### src/rtl/nco_pkg.sv
package nco_pkg;
  localparam int unsigned DTH_REG_W = 32;
  // x^32 + x^22 + x^2 + x + 1, right-shifting Galois form
  localparam logic [DTH_REG_W-1:0] DTH_TAPS = 32'h8020_0003;

  function automatic logic [DTH_REG_W-1:0] dth_step(input logic [DTH_REG_W-1:0] s);
    logic [DTH_REG_W-1:0] r;
    r = s >> 1;
    if (s[0]) r = r ^ DTH_TAPS;
    return r;
  endfunction
endpackage

### src/rtl/nco_accum.sv
module nco_accum #(
  parameter int unsigned ACC_W = 32
) (
  input  logic             clk,
  input  logic             rst_n,
  input  logic             en,
  input  logic             preset_en,
  input  logic [ACC_W-1:0] preset_val,
  input  logic [ACC_W-1:0] fcw,
  input  logic [ACC_W-1:0] freq_off,
  output logic [ACC_W-1:0] acc
);
  logic [ACC_W-1:0] step_w;
  logic [ACC_W-1:0] acc_nx;

  always_comb begin
    step_w = fcw + freq_off;
    acc_nx = acc;
    if (preset_en) acc_nx = preset_val;
    else if (en)   acc_nx = acc + step_w;
  end

  always_ff @(posedge clk or negedge rst_n) begin
    if (!rst_n) acc <= '0;
    else        acc <= acc_nx;
  end

  a_r2_wrap_add: assert property (@(posedge clk) disable iff (!rst_n)
    (en && !preset_en) |=> acc == ACC_W'($past(acc) + $past(fcw) + $past(freq_off)));
  a_r3_hold: assert property (@(posedge clk) disable iff (!rst_n)
    (!en && !preset_en) |=> $stable(acc));
  a_r4_preset: assert property (@(posedge clk) disable iff (!rst_n)
    preset_en |=> acc == $past(preset_val));
endmodule

### src/rtl/nco_dither_lfsr.sv
module nco_dither_lfsr
  import nco_pkg::*;
#(
  parameter int unsigned           DITH_W = 21,
  parameter logic [DTH_REG_W-1:0]  SEED   = 32'hACE1_2468
) (
  input  logic              clk,
  input  logic              rst_n,
  input  logic              en,
  input  logic              dither_en,
  output logic [DITH_W-1:0] dither
);
  logic [DTH_REG_W-1:0] st;
  logic [DTH_REG_W-1:0] st_nx;

  always_comb begin
    st_nx = st;
    if (en) st_nx = dth_step(st);
  end

  always_ff @(posedge clk or negedge rst_n) begin
    if (!rst_n) st <= SEED;
    else        st <= st_nx;
  end

  assign dither = dither_en ? st[DITH_W-1:0] : '0;

  a_r7_never_zero: assert property (@(posedge clk) disable iff (!rst_n)
    st != '0);
  a_r7_moves: assert property (@(posedge clk) disable iff (!rst_n)
    en |=> st != $past(st));
  a_r3_lfsr_hold: assert property (@(posedge clk) disable iff (!rst_n)
    !en |=> $stable(st));
endmodule

### src/rtl/nco_addr_chan.sv
module nco_addr_chan #(
  parameter int unsigned            ACC_W     = 32,
  parameter int unsigned            ADDR_W    = 12,
  parameter int unsigned            DITH_W    = 21,
  parameter logic [ACC_W-1:0]       CH_OFFSET = '0,
  parameter logic [ADDR_W-1:0]      RST_ADDR  = '0
) (
  input  logic              clk,
  input  logic              rst_n,
  input  logic              en,
  input  logic [ACC_W-1:0]  acc,
  input  logic [ACC_W-1:0]  phase_off,
  input  logic [DITH_W-1:0] dither,
  output logic [ADDR_W-1:0] addr
);
  logic [ACC_W-1:0]  sum_w;
  logic [ADDR_W-1:0] addr_nx;

  always_comb begin
    sum_w   = acc + phase_off + CH_OFFSET + ACC_W'(dither);
    addr_nx = addr;
    if (en) addr_nx = sum_w[ACC_W-1 -: ADDR_W];
  end

  always_ff @(posedge clk or negedge rst_n) begin
    if (!rst_n) addr <= RST_ADDR;
    else        addr <= addr_nx;
  end

  a_r3_addr_hold: assert property (@(posedge clk) disable iff (!rst_n)
    !en |=> $stable(addr));
endmodule

### src/rtl/nco_phase_core.sv
module nco_phase_core #(
  parameter int unsigned ACC_W  = 32,
  parameter int unsigned ADDR_W = 12,
  parameter logic [31:0] SEED   = 32'hACE1_2468
) (
  input  logic              clk,
  input  logic              rst_n,
  input  logic              en,
  input  logic [ACC_W-1:0]  fcw,
  input  logic [ACC_W-1:0]  freq_off,
  input  logic [ACC_W-1:0]  phase_off,
  input  logic              dither_en,
  input  logic              preset_en,
  input  logic [ACC_W-1:0]  preset_val,
  output logic [ACC_W-1:0]  phase_out,
  output logic [ADDR_W-1:0] addr_i,
  output logic [ADDR_W-1:0] addr_q
);
  localparam int unsigned TRUNC_W = ACC_W - ADDR_W;
  localparam int unsigned DITH_W  = TRUNC_W + 1;
  localparam logic [ADDR_W-1:0] QTR_ADDR = ADDR_W'(1) << (ADDR_W - 2);

  logic [ACC_W-1:0]  acc;
  logic [DITH_W-1:0] dither;
  logic [ADDR_W-1:0] addr_ch [2];

  nco_accum #(.ACC_W(ACC_W)) u_acc (
    .clk(clk), .rst_n(rst_n), .en(en),
    .preset_en(preset_en), .preset_val(preset_val),
    .fcw(fcw), .freq_off(freq_off), .acc(acc)
  );

  nco_dither_lfsr #(.DITH_W(DITH_W), .SEED(SEED)) u_dth (
    .clk(clk), .rst_n(rst_n), .en(en),
    .dither_en(dither_en), .dither(dither)
  );

  for (genvar c = 0; c < 2; c++) begin : g_chan
    localparam logic [ACC_W-1:0]  OFF = (c == 0) ? '0 : (ACC_W'(1) << (ACC_W - 2));
    localparam logic [ADDR_W-1:0] RST = (c == 0) ? '0 : QTR_ADDR;
    nco_addr_chan #(
      .ACC_W(ACC_W), .ADDR_W(ADDR_W), .DITH_W(DITH_W),
      .CH_OFFSET(OFF), .RST_ADDR(RST)
    ) u_ch (
      .clk(clk), .rst_n(rst_n), .en(en),
      .acc(acc), .phase_off(phase_off), .dither(dither),
      .addr(addr_ch[c])
    );
  end

  assign phase_out = acc;
  assign addr_i    = addr_ch[0];
  assign addr_q    = addr_ch[1];

  logic [ADDR_W-1:0] quad_gap;
  assign quad_gap = addr_q - addr_i;

  a_r6_quarter_gap: assert property (@(posedge clk) disable iff (!rst_n)
    quad_gap == QTR_ADDR);
  a_r8_no_dither_truncation: assert property (@(posedge clk) disable iff (!rst_n)
    (en && !dither_en && phase_off == '0) |=> addr_i == $past(acc[ACC_W-1 -: ADDR_W]));
endmodule

### config.mk
export PLATFORM = sky130hd
export DESIGN_NAME = nco_phase_core
export DESIGN_NICKNAME = d
export VERILOG_FILES = /design/src/rtl/nco_pkg.sv /design/src/rtl/nco_accum.sv /design/src/rtl/nco_dither_lfsr.sv /design/src/rtl/nco_addr_chan.sv /design/src/rtl/nco_phase_core.sv
export SDC_FILE = /design/constraint.sdc
export NUM_CORES = 1
export LEC_CHECK = 0
export ABC_AREA = 1
export CAP_MARGIN = 20
export CORE_ASPECT_RATIO = 0.5
export CORE_UTILIZATION = 30
export CTS_CLUSTER_SIZE = 28
export DETAILED_ROUTE_END_ITERATION = 6
export DONT_BUFFER_PORTS = 1
export PLACE_DENSITY_LB_ADDON = 0.15
export SKIP_CTS_REPAIR_TIMING = 1
export SLEW_MARGIN = 20
export SYNTH_ARGS = -nofsm -noshare
export SYNTH_HDL_FRONTEND = slang
export SYNTH_SLANG_ARGS = --single-unit
### constraint.sdc
create_clock -name clk -period 2.9 [get_ports clk]
set_input_delay 0.87 -clock clk [delete_from_list [all_inputs] [get_ports clk]]
set_output_delay 0.87 -clock clk [all_outputs]
set_load 0.005 [all_outputs]
==> results of run 1 <==
[sequential cells by signal, summed over array words and instances (netlist names)]
register,count
u_dth.st,32
g_chan.u_ch.addr,14
u_acc.acc,32
[cells in the mapped netlist (20+ instances only)]
cell      number
a21oi_1       66
nor2_1        93
nand2_1      489
o211ai_1      20
o21ai_0       43
ha_1          82
nand3_1       74
xor2_1        26
xnor2_1       21
dfrtp_1       64
inv_1        188
fa_1          33
[report_power, final]
group	internal [mW]	leakage (nW)	switching, mW	total (mW)
sequential	1.49	0.933	0.404	1.90
combinational	5.31	5.58	5.95	11.3
clock	0.668	0.136	0.506	1.17
[area by class of cell]
cell class / instances / area [sq um] / area share [%]
Sequential cell: 78 / 1970 / 15.3
Timing Repair Buffer: 279 / 2140 / 16.6
Antenna cell: 2 / 5.00 / 0.0389
Tap cell: 391 / 489 / 3.80
Clock buffer: 11 / 233 / 1.81
Inverter: 190 / 713 / 5.54
Clock inverter: 5 / 58.8 / 0.457
Multi-Input combinational cell: 1070 / 7250 / 56.4
[per-layer routing]
metal / GRT usage (%) / share of wire [%]
met2: 33.7 / 46
met3: 4.29 / 4.1
met1: 29.3 / 48
met4: 6.28 / 2.0
met5: 0 / 0
[logic make-up (layout without fill, tap and decap cells)]
| kind of cell | count (synthesis) | after routing | synth area share, % |
|---|---|---|---|
| simple gates | 718 | 718 | 32.8 |
| buf+inv | 222 | 485 | 9.72 |
| compound gates | 190 | 190 | 12.5 |
| fa+ha+maj | 115 | 115 | 18.6 |
| flops | 78 | 78 | 21.8 |
| xor+xnor | 47 | 47 | 4.55 |
| other cells | 0 | 2 | 0 |
[final timing paths]
path,from,end,slack [ps],cells after the start
max reg2reg,u_acc.acc[0],g_chan[1].u_ch.addr[4],-400,19
max in group asynchronous,rst_n,u_dth.st[26],2490,0
min,rst_n,u_acc.acc[6],190,0
min reg2reg,u_dth.st[26],u_dth.st[26],460,2
min in group clk,u_dth.st[26],u_dth.st[26],460,2
max,phase_off[0],g_chan[1].u_ch.addr[4],-470,19
==> flow_metrics.env, run 1 <==
export IMPL_crit_arrival_ps=3620
export IMPL_ctsLongestPathBuffers=2
export IMPL_wl_per_cell_microns=16.3
export IMPL_initial_utilization_pct=30.9
export IMPL_dp_cells=1991
export IMPL_syn_area_sq_mm=0.00905
export IMPL_cp_required_ps=3160
export IMPL_powerDensity_mw_per_mm2=1110
export IMPL_yosys_cell_types_count=40
export IMPL_clock_sinks=78
export IMPL_gp_congestion=0.904
export IMPL_synth_edff_count=0
export IMPL_total_power_mw=14.3
export IMPL_antenna_found_initial=2
export IMPL_cp_num_buf_inv=3
export IMPL_ant_nets=0
export IMPL_detailed_place_hpwl_mm=27.1
export IMPL_final_common_cell="nand2_1"
export IMPL_fp_dieW_microns=248
export IMPL_area_delta_synth_final_pct=42.1
export IMPL_cp_max_fo=3
export IMPL_yosysWarnings=0
export IMPL_core_sq_mm=0.0293
export IMPL_postLayoutCellArea_sq_mm=0.0129
export IMPL_synth_top_area_share_pct=20.3
export IMPL_clk_latency_ps=370
export IMPL_cts_clk_slew_worst_paths_ps=70
export IMPL_synthTopCellsByArea="nand2_1, dfrtp_1, ha_1"
export IMPL_worstSetupStartpointType="input pin"
export IMPL_die_h_microns=125
export IMPL_path_class="in2reg"
export IMPL_place_ws_ps=-900
export IMPL_fin_ws_ps=-465
export IMPL_setup_viol=23
export IMPL_finClkSkew_ps=7.46
export IMPL_grt_max_degree=79
export IMPL_fin_crit_ps=3370
export IMPL_synth_yosys_seq_area_share_pct=21.8
export IMPL_initialDrtViolationCount=492
export IMPL_numPortBuffers=0
export IMPL_syn_mean_instance_area_sq_um=6.61
export IMPL_period_share_pct=116
export IMPL_wl_mm=33.0
export IMPL_drive_gt1_share_pct=31.1
export IMPL_status="finished with violations"
export IMPL_timing_hold_ws_ps=192
export IMPL_ys_ff_latch=78
export IMPL_fin_util_pct=43.8
export IMPL_via_count=9742
export IMPL_syn_nets=1618
export IMPL_cpPeakStageDelay_ps=360
export IMPL_cts_tree="yes"
export IMPL_hold_viol=0
export IMPL_cp_cell_sequence="ha_4, inv_2, fa_2, inv_2, nand3_2, nand3_4, nand2_4, nand2_4, a31oi_4, xnor2_2, ha_1, nand2_2, nor4_4, nand2_1, o211ai_1, nand3_1, buf_4, nand3_1, a31oi_1"
export IMPL_tightest_slew_ps=631
export IMPL_violations="negative setup slack"
export IMPL_grt_pass1_vias=9711
export IMPL_synth_flop_cell="dfrtp_1"
export IMPL_fmax_mhz=297
export IMPL_crit_slowest_cell="fa_2"
export IMPL_viasPerCell=4.81
export IMPL_drc=0
export IMPL_leakage_nw=6.64
export IMPL_drtPass1Iterations=7
export IMPL_async_reset_ff_share_pct=100
export IMPL_htreeDepth=3
export IMPL_end_kind="flop"
export IMPL_grt_pass1_wl_mm=50.9
export IMPL_layout_nets=1876
export IMPL_setup_tns_ps=-5310
export IMPL_cts_root_buffer="clkbuf_16"
export IMPL_placementRows=44
export IMPL_track_usage_pct=21.4
export IMPL_slew_headroom_pct=57.4
export IMPL_cts_buffers_inserted=9
export IMPL_final_cells=2026
export IMPL_syn_inst=1370
export IMPL_layout_common_cells="nand2_1, buf_4, inv_1"
export IMPL_grt_overflow=0
export IMPL_peakVddDrop_uv=453
export IMPL_drv_slew=0
export IMPL_dieArea_sq_mm=0.0309
export IMPL_rsz0062_at_grt="true"
export IMPL_fillCellCount=2986
export IMPL_ios=189
export IMPL_max_cap_violations=0
export IMPL_hp_class="in2async"
export IMPL_critPathTopFamily="simple AND/OR/NAND/NOR gates"
export IMPL_dpl_cell_area_sq_mm=0.0116
export IMPL_yosysTopAreaCell="nand2_1"
No activity file was read; power rests on OpenSTA's default activity.
==> run 2, diff against run 1 <==
--- a/config.mk
+++ b/config.mk
@@ -9,6 +9,7 @@
 export CAP_MARGIN = 20
 export CORE_ASPECT_RATIO = 0.5
 export CORE_UTILIZATION = 30
+export CTS_BUF_LIST = sky130_fd_sc_hd__clkbuf_4 sky130_fd_sc_hd__clkbuf_8
 export CTS_CLUSTER_SIZE = 28
 export DETAILED_ROUTE_END_ITERATION = 6
 export DONT_BUFFER_PORTS = 1
==> run 2 against run 1 <==
Net effect:
- the flow still finishes with violations (negative setup slack)
- power is 2.2% lower
- global-route usage barely moved
- via count down 0.66%
- critical path type is now reg2reg
- critical endpoint unchanged
- largest power group unchanged
- highest routed layer unchanged
==> flow_metrics.env, run 2 (synthesis gave the netlist of run 1 again) <==
export IMPL_cp_max_fo=3
export IMPL_setup_viol=23
export IMPL_period_share_pct=115
export IMPL_busiest_layer="met2"
export IMPL_fin_ws_ps=-432
export IMPL_grt_max_degree=79
export IMPL_cts_tree="yes"
export IMPL_wl_mm=32.8
export IMPL_met1_usage_pct=29.2
export IMPL_ctsLongestPathBuffers=2
export IMPL_track_usage_pct=21.4
export IMPL_cts_buffers_inserted=9
export IMPL_status="finished with violations"
export IMPL_slew_headroom_pct=56.7
export IMPL_fmax_mhz=300
export IMPL_rsz0062_at_grt="true"
export IMPL_clock_sinks=78
export IMPL_drtPass1Iterations=7
export IMPL_viasPerCell=4.78
export IMPL_reg2regPathDepth=19
export IMPL_die_h_microns=125
export IMPL_violations="negative setup slack"
export IMPL_antenna_found_initial=2
export IMPL_final_common_cell="nand2_1"
export IMPL_layout_common_cells="nand2_1, buf_4, inv_1"
export IMPL_drc=0
export IMPL_detailed_place_hpwl_mm=27.1
export IMPL_htreeDepth=3
export IMPL_reg2reg_from="u_acc.acc[0]"
export IMPL_dieArea_sq_mm=0.0309
export IMPL_path_class="reg2reg"
export IMPL_hp_class="in2async"
export IMPL_initial_utilization_pct=30.9
export IMPL_ios=189
export IMPL_total_power_mw=14.0
export IMPL_place_ws_ps=-900
export IMPL_cts_root_buffer="clkbuf_8"
export IMPL_layout_nets=1874
export IMPL_end_kind="flop"
export IMPL_cp_required_ps=3200
export IMPL_numPortBuffers=0
export IMPL_tightest_slew_ps=641
export IMPL_peakVddDrop_uv=456
export IMPL_drive_gt1_share_pct=31.1
export IMPL_top_regs="u_acc.acc: 32 flops, u_dth.st: 32 flops, g_chan.u_ch.addr: 14 flops"
export IMPL_crit_slowest_cell="dfrtp_1"
export IMPL_cts_clk_slew_worst_paths_ps=90
export IMPL_max_cap_violations=0
export IMPL_fin_crit_ps=3330
export IMPL_via_count=9678
export IMPL_finClkSkew_ps=11.9
export IMPL_grt_pass1_vias=9702
export IMPL_timing_rr_end="g_chan[1].u_ch.addr[4]"
export IMPL_leakage_nw=6.58
export IMPL_initialDrtViolationCount=506
export IMPL_placementRows=44
export IMPL_crit_arrival_ps=3640
export IMPL_wl_per_cell_microns=16.2
export IMPL_drv_slew=0
export IMPL_hold_viol=0
export IMPL_fillCellCount=2990
export IMPL_cp_cell_sequence="ha_4, inv_2, fa_2, inv_2, nand3_2, nand3_2, nand2_2, nand2_4, a31oi_4, xnor2_2, ha_1, nand2_2, nor4_4, nand2_1, o211ai_1, nand3_1, buf_4, nand3_1, a31oi_1"
export IMPL_area_delta_synth_final_pct=40.7
export IMPL_fp_dieW_microns=248
export IMPL_gp_congestion=0.904
export IMPL_grt_util_met3_pct=4.33
export IMPL_grt_overflow=0
export IMPL_rrSetupSlack_ps=-430
export IMPL_met2_usage_pct=33.7
export IMPL_core_sq_mm=0.0293
export IMPL_grt_pass1_wl_mm=50.9
export IMPL_clk_latency_ps=410
export IMPL_ant_nets=0
export IMPL_powerDensity_mw_per_mm2=1100
export IMPL_worstSetupStartpointType="flop"
export IMPL_cpPeakStageDelay_ps=420
-- run 2: per-stage QoR --
stage	hold slack [ps]	instance area [sq um]	std cells	TNS, ps	utilization (%)
after detailed placement	457	11600	1991	-19900	39.4
after global routing	98.6	12700	2024	-9290	43.4
after floorplan	442	9280	1370	-6590	-
after global placement	454	11600	1991	-19170	39.4
final	146	12700	2024	-4990	43.4
after CTS	102	11800	2007	-6900	40.1
-- run 2: how the worst max path moves through the flow --
stage,slack [ps],from,to,depth (start not counted)
floorplan,-490,phase_off[0],g_chan[1].u_ch.addr[8],18
global placement,-880,phase_off[13],g_chan[1].u_ch.addr[8],19
detailed placement,-900,phase_off[6],g_chan[1].u_ch.addr[8],19
CTS,-510,u_acc.acc[6],g_chan[1].u_ch.addr[8],20
global route,-600,u_acc.acc[0],g_chan[1].u_ch.addr[8],21
finish,-430,u_acc.acc[0],g_chan[1].u_ch.addr[4],19
-- run 2: critical path, delay by kind of cell (launching register included) --
kind,cells,cell delay [ps]
flip-flops,1,420
XOR/XNOR,1,160
buffers and inverters,3,260
AO/OA/AOI/OAI,3,450
adder cells (fa/ha/maj),3,860
AND/OR/NAND/NOR,9,1060
-- run 2: power by group --
part	leakage, nW	internal, mW	total (mW)	switching, mW
registers	0.932	1.49	1.90	0.407
logic	5.55	5.32	11.2	5.91
clock network	0.0968	0.418	0.889	0.471
total	6.58	7.23	14.0	6.78
-- run 2: layer usage --
metal	share of wire, %	vias up
met3	3.8	37
li1	-	4923
met4	2.1	0
met2	46	168
met5	0	-
met1	48	4550
-- run 2: area by class of cell --
type                            count  area (sq um)  share of cell area [%]
Inverter                          190           713                    5.60
Antenna cell                        2          5.00                  0.0393
Timing Repair Buffer              277          2130                    16.7
Tap cell                          391           489                    3.84
Multi-Input combinational cell   1070          7230                    56.8
Sequential cell                    78          1970                    15.5
Clock inverter                      5          58.8                   0.462
Clock buffer                       11           139                    1.09
==> run 3, diff against run 2 <==
--- a/config.mk
+++ b/config.mk
@@ -5,8 +5,8 @@
 export SDC_FILE = /design/constraint.sdc
 export NUM_CORES = 1
 export LEC_CHECK = 0
-export ABC_AREA = 1
-export CAP_MARGIN = 20
+export CELL_PAD_IN_SITES_DETAIL_PLACEMENT = 1
+export CELL_PAD_IN_SITES_GLOBAL_PLACEMENT = 2
 export CORE_ASPECT_RATIO = 0.5
 export CORE_UTILIZATION = 30
 export CTS_BUF_LIST = sky130_fd_sc_hd__clkbuf_4 sky130_fd_sc_hd__clkbuf_8
==> run 3 against run 2 <==
Net effect:
- the flow finishes with violations (design-rule violations, negative setup slack)
- combinational power fell by 16%
- non-clock buffer count fell by 39
- sequential power rose by 7%
- sequential share of layout area rose by 2.5 points
- routed wire length fell by 16%
- clock skew fell by 0.79 ps
- largest cell class unchanged
- clock-buffer cell count fell by 2
- final cell count fell by 28%
==> flow_metrics.env, run 3 <==
export IMPL_dp_cells=1428
export IMPL_final_common_cell="buf_4"
export IMPL_layout_common_cells="buf_4, a21oi_1, ha_1"
export IMPL_ant_nets=0
export IMPL_synth_xor_area_share_pct=5.97
export IMPL_cp_cell_sequence="ha_4, a21o_1, or3_4, o21ai_4, nor2_2, a31oi_4, o21bai_4, xor2_1, ha_1, o21a_1, o21a_1, o21a_1, o211ai_1, o2bb2ai_4, nor4b_4, o21ai_2, o311a_1, a221o_1"
export IMPL_yosys_cell_types_count=77
export IMPL_detailed_place_hpwl_mm=22.7
export IMPL_cpPeakStageDelay_ps=410
export IMPL_cts_root_buffer="clkbuf_8"
export IMPL_postLayoutCellArea_sq_mm=0.0109
export IMPL_crit_slowest_cell="nor4b_4"
export IMPL_total_power_mw=12.3
export IMPL_async_reset_ff_share_pct=100
export IMPL_top_regs="u_acc.acc: 32 flops, u_dth.st: 32 flops, g_chan.u_ch.addr: 14 flops"
export IMPL_synth_top_family_by_area="compound AO/OA/AOI/OAI gates"
export IMPL_place_ws_ps=-1650
export IMPL_synth_top_area_share_pct=19.9
export IMPL_layout_nets=1358
export IMPL_grt_max_degree=85
export IMPL_timing_hold_ws_ps=148
export IMPL_period_share_pct=140
export IMPL_cts_tree="yes"
export IMPL_clk_latency_ps=410
export IMPL_yosys_area_share_simple_pct=15.7
export IMPL_dpl_cell_area_sq_mm=0.0102
export IMPL_drv_slew=0
export IMPL_fillCellCount=2974
export IMPL_wl_mm=27.7
export IMPL_numPortBuffers=0
export IMPL_tightest_slew_ps=504
export IMPL_synth_yosys_seq_area_share_pct=24.4
export IMPL_end_kind="flop"
export IMPL_syn_mean_instance_area_sq_um=8.95
export IMPL_syn_area_sq_mm=0.00807
export IMPL_syn_inst=901
export IMPL_fin_util_pct=42.3
export IMPL_core_sq_mm=0.0258
export IMPL_synthTopCellsByArea="dfrtp_1, ha_1, fa_1"
export IMPL_p_clk_share_pct=7.4
export IMPL_gp_congestion=0.883
export IMPL_fin_crit_ps=4050
export IMPL_drive_gt1_share_pct=35.3
export IMPL_cts_buffers_inserted=9
export IMPL_power_share_combinational_pct=76.1
export IMPL_fin_ws_ps=-1150
export IMPL_yosysWarnings=0
export IMPL_yosys_top_cells_count="a21oi_1, ha_1, dfrtp_1"
export IMPL_rsz0062_at_grt="true"
export IMPL_leakage_nw=4.78
export IMPL_ys_ff_latch=78
export IMPL_path_class="in2reg"
export IMPL_max_cap_violations=0
export IMPL_die_h_microns=118
export IMPL_critPathTopFamily="compound AO/OA/AOI/OAI gates"
export IMPL_track_usage_pct=20.5
export IMPL_syn_nets=1149
export IMPL_ctsLongestPathBuffers=2
export IMPL_n_antenna_cell=0
export IMPL_grt_pass1_wl_mm=44.3
export IMPL_area_delta_synth_final_pct=35.5
export IMPL_synth_compound_area_share_pct=22.9
export IMPL_fp_dieW_microns=234
export IMPL_cp_num_buf_inv=0
export IMPL_placementRows=41
export IMPL_antenna_found_initial=0
export IMPL_cpMostUsedCell="o21a_1"
export IMPL_synth_edff_count=0
export IMPL_status="finished with violations"
export IMPL_setup_tns_ps=-21770
export IMPL_power_switching_mw=5.48
export IMPL_peakVddDrop_uv=328
export IMPL_hp_class="in2async"
export IMPL_drtPass1Iterations=7
export IMPL_via_count=7536
export IMPL_worstSetupStartpointType="input pin"
export IMPL_grt_pass1_vias=8088
export IMPL_cts_clk_slew_worst_paths_ps=100
export IMPL_internal_power_mw=6.86
export IMPL_dieArea_sq_mm=0.0276
export IMPL_initial_utilization_pct=31.3
export IMPL_ios=189
export IMPL_wl_per_cell_microns=19.0
export IMPL_crit_arrival_ps=4350
export IMPL_initialDrtViolationCount=230
export IMPL_synthAdderAreaFrac_pct=20.9
export IMPL_hold_viol=0
export IMPL_cp_max_fo=3
export IMPL_powerDensity_mw_per_mm2=1130
export IMPL_fmax_mhz=247
export IMPL_setup_viol=36
export IMPL_synth_flop_cell="dfrtp_1"
export IMPL_cp_required_ps=3200
export IMPL_clock_sinks=78
export IMPL_slew_headroom_pct=66.3
export IMPL_synth_most_common_cell="a21oi_1"
export IMPL_swShare_pct=44.4
export IMPL_synth_mux_area_share_pct=6.33
export IMPL_finClkSkew_ps=11.1
export IMPL_violations="design-rule violations, negative setup slack"
export IMPL_viasPerCell=5.17
export IMPL_drc=6
export IMPL_htreeDepth=3
export IMPL_yosysTopAreaCell="dfrtp_1"
export IMPL_pwr_share_seq_pct=16.5
export IMPL_final_cells=1459
export IMPL_grt_overflow=0
[run 3: cell families after synthesis]
family	Yosys count
and+or+nand+nor	248
buffers and inverters	69
xor gates and xnor gates	55
AOI/OAI and AO/OA	289
muxes	47
DFF	78
adders and majority gates	115
[run 3: routing by layer]
| layer | up-vias | GRT usage (%) | share of wire, % |
|---|---|---|---|
| met3 | 18 | 4.48 | 4.7 |
| met4 | 0 | 3.69 | 0.96 |
| li1 | 3705 | - | - |
| met2 | 98 | 33.4 | 47 |
| met1 | 3715 | 28.0 | 48 |
| met5 | - | 0 | 0 |
[run 3: final timing paths]
| check | startpoint | to | slack (ps) | cells after the start |
|---|---|---|---|---|
| max | phase_off[5] | g_chan[0].u_ch.addr[11] | -1150 | 18 |
| min | rst_n | u_dth.st[1] | 150 | 0 |
| max reg2reg | u_acc.acc[5] | g_chan[0].u_ch.addr[11] | -1120 | 18 |
| min reg2reg | u_dth.st[21] | u_dth.st[21] | 510 | 2 |
| max in group asynchronous | rst_n | g_chan[1].u_ch.addr[10] | 2550 | 0 |
| min in group clk | u_dth.st[21] | u_dth.st[21] | 510 | 2 |
[run 3: worst register-to-register path, cell delays in order, from the launching register on]
cell and delay [ps]:
dfrtp_1 420, ha_4 220, a21o_1 170, or3_4 350, o21ai_4 180, nor2_2 70, a31oi_4 230, o21bai_4 80
xor2_1 150, ha_1 320, o21a_1 120, o21a_1 110, o21a_1 110, o211ai_1 130, o2bb2ai_4 170, nor4b_4 410
o21ai_2 120, o311a_1 300, a221o_1 250
[run 3: final cells by class]
type                       count  area [sq um]  area share (%)
multi-input combinational    754          6380            58.4
sequential                    78          1970            18.0
timing repair buffer         238          1830            16.7
tap                          344           430            3.94
clock buffer                   9           124            1.13
inverter                      29           109           0.996
clock inverter                 7          81.3           0.744
[run 3: power by group through the flow]
stage               Clock [mW]  Sequential [mW]  Combinational [mW]
floorplan                    0             2.00                5.29
CTS                      0.942             2.05                8.71
global placement             0             2.05                8.42
detailed placement           0             2.07                8.63
finish                   0.910             2.04                9.39
global route             0.985             2.13                10.4
